File: src/rtl/dac_seq_pkg.sv
package dac_seq_pkg;

  typedef enum logic [2:0] {
    ST_IDLE  = 3'd0,
    ST_SETUP = 3'd1,
    ST_STRB  = 3'd2,
    ST_HOLD  = 3'd3,
    ST_LOAD  = 3'd4
  } seq_state_e;

  function automatic int max3(input int a, input int b, input int c);
    int m;
    m = (a > b) ? a : b;
    return (m > c) ? m : c;
  endfunction

endpackage

File: src/rtl/dac_reset_sync.sv
module dac_reset_sync (
  input  logic clk,
  input  logic rst_n,
  output logic rst_sync_n
);
  logic [1:0] sync_q;

  always_ff @(posedge clk or negedge rst_n) begin
    if (!rst_n) sync_q <= 2'b00;
    else        sync_q <= {sync_q[0], 1'b1};
  end

  assign rst_sync_n = sync_q[1];
endmodule

File: src/rtl/dac_phase_timer.sv
module dac_phase_timer #(
  parameter int CNT_W = 2
) (
  input  logic             clk,
  input  logic             rst_n,
  input  logic             restart,
  input  logic [CNT_W-1:0] len_m1,
  output logic             done
);
  logic [CNT_W-1:0] cnt_q, cnt_d;
  logic             cnt_en;

  assign done   = (cnt_q == len_m1);
  assign cnt_en = restart || !done;

  always_comb begin
    cnt_d = cnt_q;
    if (restart)    cnt_d = '0;
    else if (!done) cnt_d = cnt_q + 1'b1;
  end

  always_ff @(posedge clk or negedge rst_n) begin
    if (!rst_n)      cnt_q <= '0;
    else if (cnt_en) cnt_q <= cnt_d;
  end
endmodule

File: src/rtl/dac_word_latch.sv
module dac_word_latch #(
  parameter int          NUM_CH      = 2,
  parameter int          SAMPLE_W    = 12,
  parameter logic [NUM_CH-1:0] OFFSET_MASK = '0
) (
  input  logic                         clk,
  input  logic                         rst_n,
  input  logic                         load,
  input  logic [NUM_CH*SAMPLE_W-1:0]   words_in,
  output logic [NUM_CH*SAMPLE_W-1:0]   words_q,
  output logic [NUM_CH*SAMPLE_W-1:0]   words_nx
);
  logic [NUM_CH*SAMPLE_W-1:0] conv;

  for (genvar c = 0; c < NUM_CH; c++) begin : g_ch
    if (OFFSET_MASK[c]) begin : g_offset
      // two's complement to offset binary: flip the sign bit
      assign conv[c*SAMPLE_W +: SAMPLE_W] =
        {~words_in[c*SAMPLE_W + SAMPLE_W - 1], words_in[c*SAMPLE_W +: SAMPLE_W-1]};
    end else begin : g_plain
      assign conv[c*SAMPLE_W +: SAMPLE_W] = words_in[c*SAMPLE_W +: SAMPLE_W];
    end
  end

  assign words_nx = load ? conv : words_q;

  always_ff @(posedge clk or negedge rst_n) begin
    if (!rst_n)    words_q <= '0;
    else if (load) words_q <= words_nx;
  end
endmodule

File: src/rtl/dac_part_mux.sv
module dac_part_mux #(
  parameter int NUM_CH   = 2,
  parameter int SAMPLE_W = 12,
  parameter int BUS_W    = 8,
  parameter int PART_W   = 2
) (
  input  logic [NUM_CH*SAMPLE_W-1:0] words,
  input  logic [PART_W-1:0]          part,
  output logic [BUS_W-1:0]           byte_out
);
  localparam int HI_W = SAMPLE_W - BUS_W;

  logic [SAMPLE_W-1:0] word_sel;
  logic [HI_W-1:0]     hi_bits;

  always_comb begin
    word_sel = '0;
    for (int c = 0; c < NUM_CH; c++) begin
      if (int'(part[PART_W-1:1]) == c) word_sel = words[c*SAMPLE_W +: SAMPLE_W];
    end
  end

  assign hi_bits  = word_sel[SAMPLE_W-1:BUS_W];
  assign byte_out = part[0] ? {{(BUS_W-HI_W){1'b0}}, hi_bits} : word_sel[BUS_W-1:0];
endmodule

File: src/rtl/dac_pair_sequencer.sv
module dac_pair_sequencer
  import dac_seq_pkg::*;
#(
  parameter int         SAMPLE_W    = 12,
  parameter int         BUS_W       = 8,
  parameter int         SETUP_CYC   = 1,
  parameter int         STROBE_CYC  = 1,
  parameter int         HOLD_CYC    = 1,
  parameter logic [1:0] OFFSET_MASK = 2'b10
) (
  input  logic                clk,
  input  logic                rst_n,
  input  logic                frame_stb,
  input  logic [SAMPLE_W-1:0] ch0_word,
  input  logic [SAMPLE_W-1:0] ch1_word,
  output logic [BUS_W-1:0]    dac_data,
  output logic                dac_a1,
  output logic                dac_a0,
  output logic                dac_cs_n,
  output logic                dac_ldac_n,
  output logic                busy
);
  localparam int NUM_CH    = 2;
  localparam int NUM_PARTS = 2 * NUM_CH;
  localparam int PART_W    = $clog2(NUM_PARTS);
  localparam int LOAD_CYC  = 1;
  localparam int MAX_CYC   = max3(SETUP_CYC, STROBE_CYC, HOLD_CYC);
  localparam int CNT_W     = $clog2(MAX_CYC + 1);
  localparam logic [PART_W-1:0] LAST_PART = PART_W'(NUM_PARTS - 1);

  logic rst_sync_n;

  seq_state_e        state_q, state_d;
  logic [PART_W-1:0] part_q, part_d;
  logic [CNT_W-1:0]  len_m1;
  logic              tmr_done, tmr_restart;
  logic              accept;

  logic [NUM_CH*SAMPLE_W-1:0] words_q, words_nx;
  logic [BUS_W-1:0]           mux_byte;

  logic [BUS_W-1:0]  data_q, data_d;
  logic [PART_W-1:0] addr_q, addr_d;
  logic              cs_n_q, cs_n_d, ldac_n_q, ldac_n_d, busy_q, busy_d;

  dac_reset_sync u_rst (
    .clk        (clk),
    .rst_n      (rst_n),
    .rst_sync_n (rst_sync_n)
  );

  always_comb begin
    unique case (state_q)
      ST_SETUP: len_m1 = CNT_W'(SETUP_CYC - 1);
      ST_STRB:  len_m1 = CNT_W'(STROBE_CYC - 1);
      ST_HOLD:  len_m1 = CNT_W'(HOLD_CYC - 1);
      ST_LOAD:  len_m1 = CNT_W'(LOAD_CYC - 1);
      default:  len_m1 = '0;
    endcase
  end

  dac_phase_timer #(.CNT_W(CNT_W)) u_tmr (
    .clk     (clk),
    .rst_n   (rst_sync_n),
    .restart (tmr_restart),
    .len_m1  (len_m1),
    .done    (tmr_done)
  );

  // strobe is taken when idle, or in the final cycle of the load pulse
  assign accept = frame_stb &&
                  ((state_q == ST_IDLE) || ((state_q == ST_LOAD) && tmr_done));

  dac_word_latch #(
    .NUM_CH      (NUM_CH),
    .SAMPLE_W    (SAMPLE_W),
    .OFFSET_MASK (OFFSET_MASK)
  ) u_latch (
    .clk      (clk),
    .rst_n    (rst_sync_n),
    .load     (accept),
    .words_in ({ch1_word, ch0_word}),
    .words_q  (words_q),
    .words_nx (words_nx)
  );

  // next-state
  always_comb begin
    state_d = state_q;
    part_d  = part_q;
    unique case (state_q)
      ST_IDLE: begin
        if (accept) begin
          state_d = ST_SETUP;
          part_d  = '0;
        end
      end
      ST_SETUP: if (tmr_done) state_d = ST_STRB;
      ST_STRB:  if (tmr_done) state_d = ST_HOLD;
      ST_HOLD: begin
        if (tmr_done) begin
          if (part_q == LAST_PART) begin
            state_d = ST_LOAD;
          end else begin
            state_d = ST_SETUP;
            part_d  = part_q + 1'b1;
          end
        end
      end
      ST_LOAD: begin
        if (tmr_done) begin
          part_d  = '0;
          state_d = accept ? ST_SETUP : ST_IDLE;
        end
      end
      default: begin
        state_d = ST_IDLE;
        part_d  = '0;
      end
    endcase
  end

  assign tmr_restart = (state_d != state_q);

  dac_part_mux #(
    .NUM_CH   (NUM_CH),
    .SAMPLE_W (SAMPLE_W),
    .BUS_W    (BUS_W),
    .PART_W   (PART_W)
  ) u_mux (
    .words    (words_nx),
    .part     (part_d),
    .byte_out (mux_byte)
  );

  // output next values, registered so pins switch cleanly
  always_comb begin
    cs_n_d   = (state_d != ST_STRB);
    ldac_n_d = (state_d != ST_LOAD);
    busy_d   = (state_d != ST_IDLE);
    addr_d   = (state_d == ST_IDLE) ? '0 : part_d;
    data_d   = (state_d == ST_IDLE) ? '0 : mux_byte;
  end

  always_ff @(posedge clk or negedge rst_sync_n) begin
    if (!rst_sync_n) begin
      state_q  <= ST_IDLE;
      part_q   <= '0;
      cs_n_q   <= 1'b1;
      ldac_n_q <= 1'b1;
      busy_q   <= 1'b0;
      addr_q   <= '0;
      data_q   <= '0;
    end else begin
      state_q  <= state_d;
      part_q   <= part_d;
      cs_n_q   <= cs_n_d;
      ldac_n_q <= ldac_n_d;
      busy_q   <= busy_d;
      addr_q   <= addr_d;
      data_q   <= data_d;
    end
  end

  assign dac_data   = data_q;
  assign dac_a1     = addr_q[1];
  assign dac_a0     = addr_q[0];
  assign dac_cs_n   = cs_n_q;
  assign dac_ldac_n = ldac_n_q;
  assign busy       = busy_q;

endmodule

File: config.mk
export PLATFORM = sky130hd
export DESIGN_NAME = dac_pair_sequencer
export DESIGN_NICKNAME = d
export VERILOG_FILES = /design/src/rtl/dac_seq_pkg.sv /design/src/rtl/dac_reset_sync.sv /design/src/rtl/dac_phase_timer.sv /design/src/rtl/dac_word_latch.sv /design/src/rtl/dac_part_mux.sv /design/src/rtl/dac_pair_sequencer.sv
export SDC_FILE = /design/constraint.sdc
export NUM_CORES = 1
export LEC_CHECK = 0
export CAP_MARGIN = 20
export CORE_AREA = 4 4 78 80
export CTS_CLUSTER_DIAMETER = 120
export DETAILED_ROUTE_END_ITERATION = 6
export DIE_AREA = 0 0 82 84
export GPL_ROUTABILITY_DRIVEN = 1
export PLACE_DENSITY = 0.71
export SLEW_MARGIN = 0
export SYNTH_ARGS = -nofsm -noshare
export SYNTH_HDL_FRONTEND = slang
export SYNTH_HIERARCHICAL = 1
export SYNTH_SLANG_ARGS = --single-unit
File: constraint.sdc
create_clock -name clk -period 2 [get_ports clk]
set_clock_uncertainty 0.15 [all_clocks]
set_input_delay 0.5 -clock clk [delete_from_list [all_inputs] [get_ports clk]]
set_output_delay 0.5 -clock clk [all_outputs]
set_load 0.005 [all_outputs]
==> run summary <==
outcome - complete, but fails checks
failing checks - negative setup slack
Final Hold Viols - 0
largest net degree at the start of global routing - 44
# DRC - 0
Post-Route WL - 4.45 mm
clock latency on the worst-skew pair - 0.30 ns
Worst Path Required - 2.04 ns
via count - 1589
CTS Buf Count - 5
Crit path max-delay family - multiplexers
total grt overflow - 0
Synth Area in Compound Gates - 0.0860
power per cell area - 1570 nW/um^2
Worst Path Arrival - 2.37 ns
Final Net Count - 276
Pre-antenna DRT Iters - 4
crit share post-route - 1.17
Slew @ Worst Pin - 0.550 ns
Final ANT Viol Nets - 0
Die Area - 6890 sq um
H-tree depth - 2
met2 WL - 2.16 mm
YS warnings - 6
Synth cell types - 37
nature of the critical path endpoint - flop
critical path's slowest cell - mux4_2
antenna cell count - 0
Wirelength per Cell - 13.8 um
Synth Area in Adders - 0
initial drt markers - 34
layout cells sized above 1 - 0.464
CTS max path bufs - 2
fin worst setup slack - -0.332 ns
startpoint types - flop
area of the multi-input gates - 1220 sq um
leak pwr - 1.45 nW
Final Util - 0.612
pre-CTS worst setup slack - -0.703 ns
Worst path max stage delay - 0.45 ns
die width - 82 um
Flop pwr share - 0.299
post-synthesis sequential area ratio - 0.473
R2R setup slack - -0.33 ns
Cells after Synth - 177
RR Startpoint - u_tmr/cnt_q
row count - 27
vias in the first global route - 1507
combinational family with the most area after synthesis - multiplexers
XOR/XNOR Fraction of Synth Area - 0.0110
RSZ-0062 raised after global routing - yes
kind of critical path - flop to flop
WL met1 - 1.97 mm
post-synthesis register bit count - 45
commonest non-fill, non-tap cell in the layout - dfrtp_1
mux contribution to synthesized area - 0.308
Peak VDD IR - 0.810 mV
worst reg-to-reg path cell count - 7
CP max FO - 10
Avg Cell Area, Syn - 13.5 sq um
antenna violations before repair - 0
fill count - 456
core area - 5410 sq um
max cap viols - 0
Cells after DPL - 308
simple-gate share of the synthesized area - 0.0671
Finished Layout Cells - 322
WP buf/inv - 1
global-route wire length before repair - 7.12 mm
final worst path period need - 2.33 ns
Logic pwr share - 0.564
reg-to-reg endpoint - dac_data[2]
clock network fraction of total power - 0.137
most frequent cells in the layout - 41 x dfrtp_1, 38 x clkdlybuf4s50_1, 31 x buf_4
worst rel slew slack - 0.633
clk root buf - clkbuf_8
hpwl dp - 3.13 mm
Net Sw Frac - 0.307
CP Cell Sequence - xnor2_2, nand2b_4, and3_4, buf_12, mux2_4, mux4_2, a21boi_2
register area - 1130 sq um
Power Total - 5.21 mW
I/O pin cnt - 40
CTS tree - built
# clock sinks - 45
initial core utilization - 0.442
Sw Pwr - 1.60 mW
internal power - 3.61 mW
max-slew violations - 0
vias per cell - 4.93
gp weighted congestion - 0.817
IO buf count - 39
area grow syn2layout - 38.6%
Max Used Layer - met4
FMAX - 429 MHz
Final Hold Slack - 0.175 ns
met3 WL - 217 um
GRT Total Usage - 0.134
die height - 84 um
Hold Crit Class - flop to async pin
CTS clk-pin slew, worst paths - 0.09 ns
Setup Viol. Count Final - 8
Cell Area, Synth - 2390 sq um
[cell usage after synthesis (all sizes together)]
master,count,area (sq um)
and3b,1,8.76
and2b,1,7.51
nand2,6,22.5
mux2,46,586
a21boi,9,93.8
a32oi,1,8.76
nand2b,4,25.0
nor2,11,43.8
conb,2,7.51
o21ai,2,10.0
o21bai,1,7.51
mux2i,6,60.1
buf,12,105
nor3b,1,7.51
a221oi,2,23.8
and3,2,12.5
dfrtp,43,1080
dfstp,2,52.6
nand3b,1,7.51
mux4,4,90.1
xor2,2,17.5
xnor2,1,8.76
a21oi,5,25.0
o22a,2,18.8
inv,4,15.0
o32a,1,10.0
clkbuf,1,3.75
nand3,2,10.0
a211oi,1,7.51
nor4b,1,15.0
[worst max path at each step]
stage	from	end	slack, ns	cells after the start
5_1_grt	u_tmr/cnt_q	dac_data[1]	-0.42	7
2_1_floorplan	state_q[1]	dac_data[0]	-0.29	8
6_report	u_tmr/cnt_q	dac_data[2]	-0.33	7
3_5_place_dp	frame_stb	dac_data[3]	-0.70	6
4_1_cts	u_tmr/cnt_q	dac_data[1]	-0.32	7
3_3_place_gp	frame_stb	dac_data[0]	-0.66	6
[through the flow]
step,cell area [sq um],TNS [ns]
after floorplan,2430,-1.14
after global placement,3050,-9.19
after detailed placement,3050,-9.44
after CTS,3170,-2.03
after global routing,3310,-2.97
final,3310,-1.96
[power by group through the flow]
| stage | registers [mW] | clock network [mW] | logic [mW] |
|---|---|---|---|
| final | 1.56 | 0.713 | 2.94 |
| after global routing | 1.61 | 0.785 | 3.16 |
| after CTS | 1.55 | 0.734 | 2.73 |
| after detailed placement | 1.57 | 0 | 2.71 |
| after global placement | 1.55 | 0 | 2.67 |
| after floorplan | 1.51 | 0 | 1.94 |
[final cells by class]
class                   instances  share of cell area
clock inverters                 1             0.00908
flip-flops and latches         45               0.342
multi-input cells             116               0.370
clock buffers                   7              0.0261
inverters                       4             0.00454
well taps                      72              0.0272
repair buffers                 77               0.221
[state kept, by name, indices dropped and copies added, names as in the netlist]
name	flops
dac_data	8
u_tmr/cnt_q	1
u_rst/sync_q	2
busy	1
dac_cs_n	1
state_q	3
u_latch/words_q	24
addr_q	2
dac_ldac_n	1
part_q	2
[cells by family after synthesis]
| logic type | count (synthesis) |
|---|---|
| mux | 56 |
| flops | 45 |
| simple gates | 30 |
| compound gates | 24 |
| buf+inv | 17 |
| xor+xnor | 3 |
| other cells | 2 |
[worst register-to-register path, delay by kind of cell, from the launching register on]
family,cells,cell delay (ns)
xor+xnor,1,0.20
buf+inv,1,0.16
compound gates,1,0.16
mux,2,0.75
simple gates,2,0.40
flops,1,0.41
[per-layer routing]
layer  track usage  vias to the layer above
met1         0.179                      778
met4        0.0498                        0
met5             0                        -
met3        0.0356                        7
met2         0.205                       34
li1              -                      770
[timing repair]
item,4_1_cts,5_1_grt
endpoints found under the setup margin,10,11
hold buffers,0,0
gates cloned,0,1
setup buffers,0,5
pin swaps,2,1
gates resized for setup,2,18
Power figures use the tool's default switching activity.
